`src/rtl/tdm_tx_pkg.sv`:
```
package tdm_tx_pkg;
   localparam int SLOT_BITS  = 32;
   localparam int MAX_SLOTS  = 32;
   localparam int LONG_SLOTS = 384;
   localparam int BIT_W      = $clog2(SLOT_BITS);

   // per-bit control broadcast from the sequencer to every lane
   typedef struct packed {
      logic tick;     // a new serial bit starts this cycle
      logic load;     // the new bit is bit 0 of a slot
      logic slot_on;  // that slot is enabled by the mask
   } lane_ctl_t;
endpackage

```
`src/rtl/tdm_bclk_div.sv`:
```
module tdm_bclk_div #(
   parameter int DIV_W = 12
) (
   input  logic             clk,
   input  logic             rst_n,
   input  logic             en,
   input  logic [DIV_W-1:0] div,
   output logic             ph,
   output logic             bit_tick
);
   logic [DIV_W-1:0] hcnt;
   logic             half_end;

   assign half_end = en && (hcnt == div);
   assign bit_tick = half_end && ph;

   always_ff @(posedge clk) begin
      if (!rst_n || !en) begin
         hcnt <= '0;
         ph   <= 1'b0;
      end else if (half_end) begin
         hcnt <= '0;
         ph   <= ~ph;
      end else begin
         hcnt <= hcnt + 1'b1;
      end
   end

   AST_PHASE_HOLD: assert property (@(posedge clk) disable iff (!rst_n)
      (en && hcnt != div) |=> (!en || $stable(ph)));
   AST_TICK_ON_HIGH: assert property (@(posedge clk) disable iff (!rst_n)
      bit_tick |=> !ph);
endmodule

```
`src/rtl/tdm_frame_seq.sv`:
```
module tdm_frame_seq
   import tdm_tx_pkg::*;
#(
   parameter bit LONG_EN = 1'b1
) (
   input  logic        clk,
   input  logic        rst_n,
   input  logic        en,
   input  logic        bit_tick,
   input  logic [5:0]  cfg_slots,
   input  logic        cfg_long,
   input  logic [31:0] cfg_mask,
   input  logic        cfg_fs_slot,
   output lane_ctl_t   ctl,
   output logic        fs_q,
   output logic        last_q
);
   localparam int SW = LONG_EN ? $clog2(LONG_SLOTS) : $clog2(MAX_SLOTS);

   logic [BIT_W-1:0] bit_q, nb;
   logic [SW-1:0]    slot_q, ns, last_idx, wrap_slot;
   logic             run_q, slot_end;

   generate
      if (LONG_EN) begin : g_long
         assign last_idx = cfg_long ? SW'(LONG_SLOTS - 1) : SW'(cfg_slots) - SW'(1);
      end else begin : g_short
         assign last_idx = SW'(cfg_slots) - SW'(1);
      end
   endgenerate

   always_comb begin
      slot_end    = (bit_q == BIT_W'(SLOT_BITS - 1)) || !run_q;
      wrap_slot   = (!run_q || slot_q == last_idx) ? '0 : slot_q + 1'b1;
      nb          = slot_end ? '0 : bit_q + 1'b1;
      ns          = slot_end ? wrap_slot : slot_q;
      ctl.tick    = bit_tick;
      ctl.load    = bit_tick && slot_end;
      ctl.slot_on = cfg_mask[ns[4:0]];
   end

   always_ff @(posedge clk) begin
      if (!rst_n || !en) begin
         bit_q  <= '1;
         slot_q <= '0;
         run_q  <= 1'b0;
         fs_q   <= 1'b0;
         last_q <= 1'b0;
      end else begin
         last_q <= bit_tick && slot_end && (wrap_slot == last_idx);
         if (bit_tick) begin
            run_q  <= 1'b1;
            bit_q  <= nb;
            slot_q <= ns;
            fs_q   <= (ns == '0) && (cfg_fs_slot || nb == '0);
         end
      end
   end

   AST_LAST_PULSE: assert property (@(posedge clk) disable iff (!rst_n)
      last_q |=> !last_q);
   AST_SLOT_IN_RANGE: assert property (@(posedge clk) disable iff (!rst_n)
      run_q |-> (slot_q <= last_idx));
   AST_FS_ONE_BIT: assert property (@(posedge clk) disable iff (!rst_n)
      (fs_q && !cfg_fs_slot) |-> (bit_q == '0 && slot_q == '0));
endmodule

```
`src/rtl/tdm_tx_lane.sv`:
```
module tdm_tx_lane
   import tdm_tx_pkg::*;
(
   input  logic                 clk,
   input  logic                 rst_n,
   input  logic                 en,
   input  lane_ctl_t            ctl,
   input  logic                 wr_en,
   input  logic [SLOT_BITS-1:0] wr_data,
   output logic                 sd,
   output logic                 underrun
);
   logic [SLOT_BITS-1:0] buf_q, sh_q;
   logic                 full_q, take;

   assign take = ctl.load && ctl.slot_on;

   always_ff @(posedge clk) begin
      if (!rst_n) begin
         buf_q  <= '0;
         full_q <= 1'b0;
      end else if (wr_en) begin
         buf_q  <= wr_data;
         full_q <= 1'b1;
      end else if (take) begin
         full_q <= 1'b0;
      end
   end

   always_ff @(posedge clk) begin
      if (!rst_n || !en) begin
         sh_q <= '0;
         sd   <= 1'b0;
      end else if (ctl.tick) begin
         sd   <= sh_q[SLOT_BITS-1];
         if (ctl.load) sh_q <= (take && full_q) ? buf_q : '0;
         else          sh_q <= sh_q << 1;
      end
   end

   always_ff @(posedge clk) begin
      if (!rst_n)               underrun <= 1'b0;
      else if (take && !full_q) underrun <= 1'b1;
   end

   AST_UNDERRUN_STICKY: assert property (@(posedge clk) disable iff (!rst_n)
      underrun |=> underrun);
   AST_MASKED_KEEPS_WORD: assert property (@(posedge clk) disable iff (!rst_n)
      (ctl.load && !ctl.slot_on && full_q) |=> full_q);
   AST_TAKE_EMPTIES: assert property (@(posedge clk) disable iff (!rst_n)
      (take && full_q && !wr_en) |=> !full_q);
endmodule

```
`src/rtl/tdm_audio_tx.sv`:
```
module tdm_audio_tx
   import tdm_tx_pkg::*;
#(
   parameter int N_PINS  = 2,
   parameter int DIV_W   = 12,
   parameter bit LONG_EN = 1'b1,
   localparam int PIN_W  = (N_PINS > 1) ? $clog2(N_PINS) : 1
) (
   input  logic                 clk,
   input  logic                 rst_n,
   input  logic                 enable,
   input  logic [DIV_W-1:0]     cfg_div,
   input  logic [5:0]           cfg_slots,
   input  logic                 cfg_long,
   input  logic [31:0]          cfg_slot_en,
   input  logic                 cfg_bclk_inv,
   input  logic                 cfg_fs_slot,
   input  logic                 cfg_fs_inv,
   input  logic                 wr_valid,
   input  logic [PIN_W-1:0]     wr_pin,
   input  logic [SLOT_BITS-1:0] wr_data,
   output logic                 bclk,
   output logic                 fsync,
   output logic [N_PINS-1:0]    sdata,
   output logic                 last_slot,
   output logic                 underrun
);
   initial begin
      assert (N_PINS >= 1 && N_PINS <= 16) else $error("N_PINS out of range");
      assert (DIV_W >= 1 && DIV_W <= 16) else $error("DIV_W out of range");
   end

   logic              ph, bit_tick, fs_q;
   lane_ctl_t         ctl;
   logic [N_PINS-1:0] urun;

   tdm_bclk_div #(.DIV_W(DIV_W)) u_div (
      .clk(clk), .rst_n(rst_n), .en(enable), .div(cfg_div),
      .ph(ph), .bit_tick(bit_tick));

   tdm_frame_seq #(.LONG_EN(LONG_EN)) u_seq (
      .clk(clk), .rst_n(rst_n), .en(enable), .bit_tick(bit_tick),
      .cfg_slots(cfg_slots), .cfg_long(cfg_long), .cfg_mask(cfg_slot_en),
      .cfg_fs_slot(cfg_fs_slot), .ctl(ctl), .fs_q(fs_q), .last_q(last_slot));

   for (genvar i = 0; i < N_PINS; i++) begin : g_lane
      tdm_tx_lane u_lane (
         .clk(clk), .rst_n(rst_n), .en(enable), .ctl(ctl),
         .wr_en(wr_valid && wr_pin == PIN_W'(i)), .wr_data(wr_data),
         .sd(sdata[i]), .underrun(urun[i]));
   end

   assign bclk     = ph ^ cfg_bclk_inv;
   assign fsync    = fs_q ^ cfg_fs_inv;
   assign underrun = |urun;
endmodule

```
`config.mk`:
```
export PLATFORM = sky130hd
export DESIGN_NAME = tdm_audio_tx
export DESIGN_NICKNAME = d
export VERILOG_FILES = /design/src/rtl/tdm_tx_pkg.sv /design/src/rtl/tdm_bclk_div.sv /design/src/rtl/tdm_frame_seq.sv /design/src/rtl/tdm_tx_lane.sv /design/src/rtl/tdm_audio_tx.sv
export SDC_FILE = /design/constraint.sdc
export NUM_CORES = 1
export LEC_CHECK = 0
export BUFFER_PORTS_ARGS = -buffer_cell sky130_fd_sc_hd__buf_2
export CAP_MARGIN = 0
export CORE_MARGIN = 8
export CORE_UTILIZATION = 40
export DETAILED_ROUTE_END_ITERATION = 12
export GPL_ROUTABILITY_DRIVEN = 0
export GPL_TIMING_DRIVEN = 0
export PLACE_DENSITY_LB_ADDON = 0.05
export SYNTH_ARGS = -nofsm -noshare
export SYNTH_HDL_FRONTEND = slang
export SYNTH_SLANG_ARGS = --single-unit
```
`constraint.sdc`:
```
create_clock -name clk -period 4.6 [get_ports clk]
set_input_delay 0.23 -clock clk [delete_from_list [all_inputs] [get_ports clk]]
set_output_delay 0.23 -clock clk [all_outputs]
set_load 0.005 [all_outputs]
```
Word level (Yosys, flattened, before mapping). Index checks and enable logic that the tools add are counted.

Add/sub/neg operators: 4. Multiply operators: 0. Div/mod/pow operators: 0. Magnitude comparators: 1. Eq/ne operators: 4. Shifts and indexed selects: 0. Multiplexer cells: 13. Bitwise operators: 4. Reductions and logical operators: 27.

Operator list (count): $mux 32 (4); $mux 9 (3); $eq 9x9->1 (2); $add 12x1->12 const B (1); $eq 12x12->1 (1); $logic_and 1x1->1 (12); $add 9x1->9 const B (1); $logic_not 9->1 (1); $sub 6x1->7 const B (1); $lt 5x6->1 const B (1); $add 5x1->5 const B (1); $bmux 1 s5 (1); $eq 5x5->1 const B (1); $logic_not 1->1 (5); $logic_not 5->1 (1); $mux 5 (1); $logic_or 1x1->1 (4); $mux 1 (4); $reduce_bool 2->1 (2); $reduce_or 2->1 (2); $not 1->1 (2); $xor 1x1->1 (2).

Bits in registers: 164. Latch bits: 0. Bits in writable memories: 0. ROM bits: 0. Output and inout port bits: 6. Word-level logic and storage cells: 70. Memories kept: 0.

Longest topological paths before layout.
Depth after elaboration: 12. Mapped depth: 16. Gate-level depth less buffers: 13.

Hierarchy. A second synthesis with hierarchy kept.

Cell total of the unflattened synthesis: 964. Area, all modules: 8873.5 um^2.

Modules (own cells, without submodules): tdm_tx_lane (instances 2, cells each 299, area each 3029.2 um^2, seq. area each 1341.3 um^2); tdm_frame_seq (instances 1, cells each 287, area each 2073.2 um^2, seq. area each 340.3 um^2); tdm_bclk_div (instances 1, cells each 74, area each 701.9 um^2, seq. area each 260.2 um^2); tdm_audio_tx (instances 1, cells each 5, area each 40.0 um^2, seq. area each 0.0 um^2).

Worst setup path after synthesis. OpenSTA, ideal clock, no wires.

Path kind: in2reg. From: in cfg_slots[0]. To: reg g_lane[0].u_lane.underrun. Library setup time: 117 ps. Arrival time: 3281 ps. Required time: 4483 ps. Path slack: 1203 ps. Cell stages on the path: 15. Buffers on the path: 2. Cell sequence: buf_6 inv_1 ha_1 nor3b_2 xor2_1 a41o_1 o21ba_2 buf_2 a21oi_1 a311oi_4 a31oi_1 a221oi_2 a211oi_1 or2_1 a22o_1.

Cells in the longest elaborated chain, start to end: 10.

Ends and longest elaborated chain: start, declared (RTL line tdm_audio_tx.sv:13) `input logic [5:0] cfg_slots,`; $sub 6x1->7 (RTL line tdm_frame_seq.sv:26) `assign last_idx = cfg_long ? SW'(LONG_SLOTS - 1) : SW'(cfg_slots) - SW'(1);`; $mux 9 (RTL line tdm_frame_seq.sv:26); $eq 9x9->1 (RTL line tdm_frame_seq.sv:34) `wrap_slot = (!run_q || slot_q == last_idx) ? '0 : slot_q + 1'b1;`; $logic_or 1x1->1 (RTL line tdm_frame_seq.sv:34); $mux 9 (RTL line tdm_frame_seq.sv:34); $mux 9 (RTL line tdm_frame_seq.sv:36) `ns = slot_end ? wrap_slot : slot_q;`; $bmux 1 s5 (RTL line tdm_frame_seq.sv:39) `ctl.slot_on = cfg_mask[ns[4:0]];`; $mux 1 (not written as such) (RTL line tdm_frame_seq.sv:39); $logic_and 1x1->1 (RTL line tdm_tx_lane.sv:16) `assign take = ctl.load && ctl.slot_on;`; $logic_and 1x1->1 (RTL line tdm_tx_lane.sv:43) `else if (take && !full_q) underrun <= 1'b1;`; end signal, assigned (RTL line tdm_tx_lane.sv:42) `if (!rst_n) underrun <= 1'b0;`; end signal, assigned (RTL line tdm_tx_lane.sv:43); end, declared (RTL line tdm_tx_lane.sv:11) `output logic underrun`.

Every way passes these cells. The select of a mux whose other input is x is not followed. A chain may end at the register's enable or synchronous reset.

Worst setup path in the final report.
From: reg u_seq.bit_q[0]. To: reg g_lane[0].u_lane.sh_q[30].

Cells in the longest elaborated chain, start to end: 9. Elaborated cells on any way between the ends: 10. Classes of those cells: 1 x eq/ne; 5 x mux; 4 x reduce/logical.

Ends and longest elaborated chain: start, declared (RTL line tdm_frame_seq.sv:20) `logic [BIT_W-1:0] bit_q, nb;`; start signal, assigned (RTL line tdm_frame_seq.sv:53) `bit_q <= nb;`; $eq 5x5->1 * (RTL line tdm_frame_seq.sv:33) `slot_end = (bit_q == BIT_W'(SLOT_BITS - 1)) || !run_q;`; $logic_or 1x1->1 * (RTL line tdm_frame_seq.sv:33); $mux 9 (RTL line tdm_frame_seq.sv:36); $bmux 1 s5 (RTL line tdm_frame_seq.sv:39); $mux 1 (not written as such) (RTL line tdm_frame_seq.sv:39); $logic_and 1x1->1 (RTL line tdm_tx_lane.sv:16); $logic_and 1x1->1 (RTL line tdm_tx_lane.sv:36) `if (ctl.load) sh_q <= (take && full_q) ? buf_q : '0;`; $mux 32 (RTL line tdm_tx_lane.sv:36); $mux 32 * (RTL line tdm_tx_lane.sv:36); end signal, assigned (RTL line tdm_tx_lane.sv:36); end signal, assigned (RTL line tdm_tx_lane.sv:37) `else sh_q <= sh_q << 1;`; end, declared (RTL line tdm_tx_lane.sv:13) `logic [SLOT_BITS-1:0] buf_q, sh_q;`.

Every way passes the cells marked *; elsewhere a longest branch is shown, timed or not. The select of a mux whose other input is x is not followed.

==> impl_metrics.xml <==
<?xml version="1.0" encoding="UTF-8"?>
<metrics>
  <group name="sta">
    <metric name="fmaxAchievable" unit="MHz">241.5</metric>
    <metric name="final.setup_skew" unit="ps">14.47</metric>
    <metric name="final_hold_viol_count" unit="">0</metric>
    <metric name="final_critical_path_setup_slack" unit="ps">458.9</metric>
    <metric name="timing.setup.tns" unit="ps">0</metric>
    <metric name="worst_slew_margin_rel" unit="%">36.12</metric>
    <metric name="slew_violations" unit="">0</metric>
    <metric name="worst_pin_slew" unit="ps">948.2</metric>
    <metric name="min_period_over_period" unit="%">90.02</metric>
    <metric name="rsz0062_at_grt" unit="">false</metric>
    <metric name="layout_min_cycle_time" unit="ps">4141</metric>
    <metric name="setup_violators_final" unit="">0</metric>
  </group>
  <group name="cells_and_area">
    <metric name="areaGrowthSynthToFinish" unit="%">15.19</metric>
    <metric name="finish.cell_count_without_fillers" unit="">1614</metric>
    <metric name="multi_input_area" unit="um2">5530</metric>
    <metric name="n_antenna_cell" unit="">0</metric>
    <metric name="top_library_cells_by_usage_in_the_layout_fill_and_taps_aside" unit="">sky130_fd_sc_hd__nand2_1, sky130_fd_sc_hd__dfxtp_1, sky130_fd_sc_hd__nor2_1</metric>
    <metric name="fillers" unit="">2425</metric>
    <metric name="design.final.nets" unit="">1378</metric>
    <metric name="share_of_post_route_cells_with_drive_strength_above_1" unit="%">20.62</metric>
    <metric name="regArea" unit="um2">3283</metric>
    <metric name="layout_commonest_cell" unit="">sky130_fd_sc_hd__nand2_1</metric>
  </group>
  <group name="worst_setup_path">
    <metric name="path_class" unit="">reg -&gt; reg</metric>
    <metric name="critical_path.reg2reg.startpoint" unit="">u_seq.bit_q[0]$_SDFFE_PP1P_</metric>
    <metric name="worst-endpoint-arrival" unit="ps">4490</metric>
    <metric name="critical_path_required" unit="ps">4950</metric>
    <metric name="cpPeakStageDelay" unit="ps">480</metric>
    <metric name="end_kind" unit="">flop</metric>
    <metric name="r2r_slack" unit="ps">460</metric>
    <metric name="worst_r2r_path_depth" unit="">16</metric>
    <metric name="cp_common_cell" unit="">sky130_fd_sc_hd__nor2_1</metric>
    <metric name="crit_path_start" unit="">u_seq.bit_q[0]$_SDFFE_PP1P_</metric>
    <metric name="worst_path_max_delay_cell" unit="">sky130_fd_sc_hd__a211oi_4</metric>
    <metric name="crit_path_max_fanout" unit="">10</metric>
    <metric name="worst-path-buf-inv" unit="">4</metric>
    <metric name="setup.worst_path.end" unit="">g_lane[0].u_lane.sh_q[30]$_SDFFE_PP0P_</metric>
    <metric name="r2r_end" unit="">g_lane[0].u_lane.sh_q[30]$_SDFFE_PP0P_</metric>
    <metric name="critPathLaunchType" unit="">flop</metric>
    <metric name="path_delay_family" unit="">buffers and inverters</metric>
    <metric name="cp_cell_sequence" unit="">ha_1 -&gt; and3_1 -&gt; ha_1 -&gt; clkbuf_8 -&gt; nor2_1 -&gt; clkbuf_1 -&gt; clkbuf_2 -&gt; a22oi_1 -&gt; nor2_1 -&gt; a221oi_1 -&gt; mux2i_1 -&gt; a22oi_2 -&gt; a211oi_4 -&gt; buf_6 -&gt; nor3_2 -&gt; nor2_1</metric>
    <metric name="crit_cells" unit="">16</metric>
  </group>
  <group name="global_routing">
    <metric name="grt_antenna_before_repair" unit="">0</metric>
    <metric name="grt_max_degree" unit="">17</metric>
    <metric name="first_global_vias" unit="">8490</metric>
    <metric name="grt_pass1_wl" unit="um">46070</metric>
    <metric name="grt.overflow.total" unit="">0</metric>
    <metric name="grt_use_total" unit="%">19.55</metric>
  </group>
  <group name="die">
    <metric name="fp.dieH" unit="um">171.1</metric>
    <metric name="core_area" unit="um2">23540</metric>
    <metric name="die_w" unit="um">171.1</metric>
    <metric name="ioPinCount" unit="">97</metric>
    <metric name="dieArea" unit="um2">29290</metric>
    <metric name="starting_density_of_the_core" unit="%">40.90</metric>
    <metric name="row_count" unit="">56</metric>
  </group>
  <group name="pwr">
    <metric name="seqPwrFrac" unit="%">46.2</metric>
    <metric name="pwr-share-clk" unit="%">46.2</metric>
    <metric name="combinationalPowerShare" unit="%">7.6</metric>
    <metric name="power.switching_fraction" unit="%">25.32</metric>
    <metric name="switching_power" unit="mW">0.8026</metric>
    <metric name="internal_power" unit="mW">2.367</metric>
    <metric name="worst_ir_drop_vdd" unit="mV">0.1513</metric>
    <metric name="power.density" unit="nW/um2">285.8</metric>
    <metric name="cellLeakagePower" unit="nW">4.295</metric>
  </group>
  <group name="clock_tree">
    <metric name="cts_made_buffers" unit="">17</metric>
    <metric name="cts-root-to-sink-buffers" unit="">2</metric>
    <metric name="cts_tree" unit="">done</metric>
    <metric name="clk_transition_reported_paths" unit="ps">70</metric>
    <metric name="post-cts-setup-buffers" unit="">0</metric>
    <metric name="clkSinkCount" unit="">164</metric>
    <metric name="worst_skew_pair.late_latency" unit="ps">430</metric>
    <metric name="htree_levels" unit="">4</metric>
    <metric name="cts-root-buf" unit="">sky130_fd_sc_hd__clkbuf_16</metric>
  </group>
  <group name="flow_run">
    <metric name="timing.max_cap.violations" unit="">0</metric>
  </group>
  <group name="detailed_routing">
    <metric name="drt_pass1_iterations" unit="">5</metric>
    <metric name="drt-vias-per-instance" unit="">5.434</metric>
    <metric name="antenna_violating_nets_post_route" unit="">0</metric>
    <metric name="wl_per_cell" unit="um">17.51</metric>
    <metric name="wl" unit="um">28260</metric>
    <metric name="vias" unit="">8770</metric>
    <metric name="drt_first_iter_violations" unit="">602</metric>
    <metric name="route.detailed.drc" unit="">0</metric>
  </group>
  <group name="placement">
    <metric name="count_of_buffers_inserted_at_the_top_level_ports" unit="">93</metric>
    <metric name="placed_cells_incl_taps" unit="">1582</metric>
    <metric name="pre_cts_slack" unit="ps">330.9</metric>
    <metric name="dp_hpwl" unit="um">21140</metric>
  </group>
  <group name="yosys">
    <metric name="avgSynthCellArea" unit="um2">8.229</metric>
    <metric name="ff_latch_count_synth" unit="">164</metric>
    <metric name="synthFlopType" unit="">sky130_fd_sc_hd__dfxtp_1</metric>
    <metric name="synth_edf_count" unit="">0</metric>
    <metric name="synthesis.yosys.warnings" unit="">0</metric>
    <metric name="synthesis.instances" unit="">1170</metric>
    <metric name="seq_area_frac_synth" unit="%">34.10</metric>
    <metric name="netlist_area" unit="um2">9628</metric>
    <metric name="synth_fp_nets" unit="">1266</metric>
    <metric name="synth-async-reset-ratio" unit="%">0</metric>
    <metric name="ys_types" unit="">88</metric>
  </group>
  <group name="run_status">
    <metric name="outcome" unit="">finished, final reports clean</metric>
  </group>
  <group name="hold_path">
    <metric name="holdCritPathClass" unit="">in -&gt; reg</metric>
  </group>
</metrics>
## how the worst min path moves through the flow
stage	start	end	slack, ps	depth (start not counted)
after floorplan	wr_data[0]	g_lane[0].u_lane.buf_q[0]$_SDFFE_PN0P_	370	2
after global placement	g_lane[1].u_lane.sh_q[0]$_SDFFE_PP0P_	g_lane[1].u_lane.sh_q[0]$_SDFFE_PP0P_	450	2
after global routing	wr_data[21]	g_lane[1].u_lane.buf_q[21]$_SDFFE_PN0P_	60	3
final	wr_data[20]	g_lane[1].u_lane.buf_q[20]$_SDFFE_PN0P_	70	3
after detailed placement	g_lane[1].u_lane.sh_q[0]$_SDFFE_PP0P_	g_lane[1].u_lane.sh_q[0]$_SDFFE_PP0P_	450	2
after CTS	wr_data[20]	g_lane[1].u_lane.buf_q[20]$_SDFFE_PN0P_	50	3
## logic make-up (layout without fill, tap and decap cells)
logic type	Yosys count	in the layout	synth area share (%)
fa+ha+maj	5	5	0.6498
flops	164	164	34.10
simple gates	577	577	29.49
compound gates	269	269	22.78
xor+xnor	42	42	3.899
buf+inv	107	232	8.460
mux	6	6	0.6238
## cell usage after synthesis (all sizes together) (11+ instances only)
cell / n / area (um2)
a21boi: 66 / 499.2
a21oi: 35 / 178.9
a22oi: 15 / 122.6
and3: 14 / 88.84
buf: 30 / 272.8
clkbuf: 64 / 480.5
dfxtp: 164 / 3283
inv: 11 / 41.29
nand2: 301 / 1130
nand3: 33 / 165.2
nor2: 108 / 407.9
nor3: 72 / 676.9
o21ai: 23 / 126.4
o221ai: 63 / 551.8
xnor2: 19 / 166.4
xor2: 23 / 209.0
## power groups by stage
stage | registers [mW] | clock network [mW] | logic, mW
2_1_floorplan | 1.49 | 0 | 0.140
3_3_place_gp | 1.50 | 0 | 0.240
3_5_place_dp | 1.50 | 0 | 0.242
4_1_cts | 1.46 | 1.50 | 0.243
5_1_grt | 1.47 | 1.56 | 0.267
6_report | 1.46 | 1.46 | 0.242
## tightest hold or removal path: cells and delay by family
| kind | cells | cell delay [ps] |
|---|---|---|
| AO/OA/AOI/OAI | 1 | 60 |
| AND/OR/NAND/NOR | 1 | 50 |
| buffers and inverters | 1 | 110 |
## state kept, by name, summed over array words and instances, names as in the netlist
signal                  flops
g_lane.u_lane.buf_q        64
g_lane.u_lane.full_q        2
g_lane.u_lane.sd            2
g_lane.u_lane.sh_q         64
g_lane.u_lane.underrun      2
u_div.hcnt                 12
u_div.ph                    1
u_seq.bit_q                 5
u_seq.fs_q                  1
u_seq.last_q                1
u_seq.run_q                 1
u_seq.slot_q                9
## layout make-up
class / instances / share of cell area, %
Buffer: 96 / 6.983
Timing Repair Buffer: 93 / 4.197
Clock inverter: 13 / 1.478
Multi-Input combinational cell: 899 / 49.86
Clock buffer: 19 / 3.903
Sequential cell: 164 / 29.60
Inverter: 11 / 0.3723
Tap cell: 319 / 3.599
## through the flow
step	util [%]	area [um2]	power (mW)	hold WS, ps
after floorplan	-	9628	1.630	374.9
after global placement	44.57	10490	1.736	445.4
after detailed placement	44.57	10490	1.738	454.1
after CTS	47.10	11090	3.202	51.83
after global routing	47.11	11090	3.292	63.56
final	47.11	11090	3.169	67.19
## what timing repair did
action / in CTS / in global routing
endpoints found under the setup margin: 0 / 7
resized for setup: 0 / 2
hold buffers: 0 / 0
## layer usage
metal | vias to the layer above | track usage [%] | wire length [um]
li1 | 4371 | - | -
met2 | 201 | 29.04 | 11820
met1 | 4182 | 29.20 | 14810
met4 | 0 | 3.856 | 227
met5 | - | 0 | 0
met3 | 16 | 3.042 | 1401
Note: power is estimated with default switching activity, not from simulation.
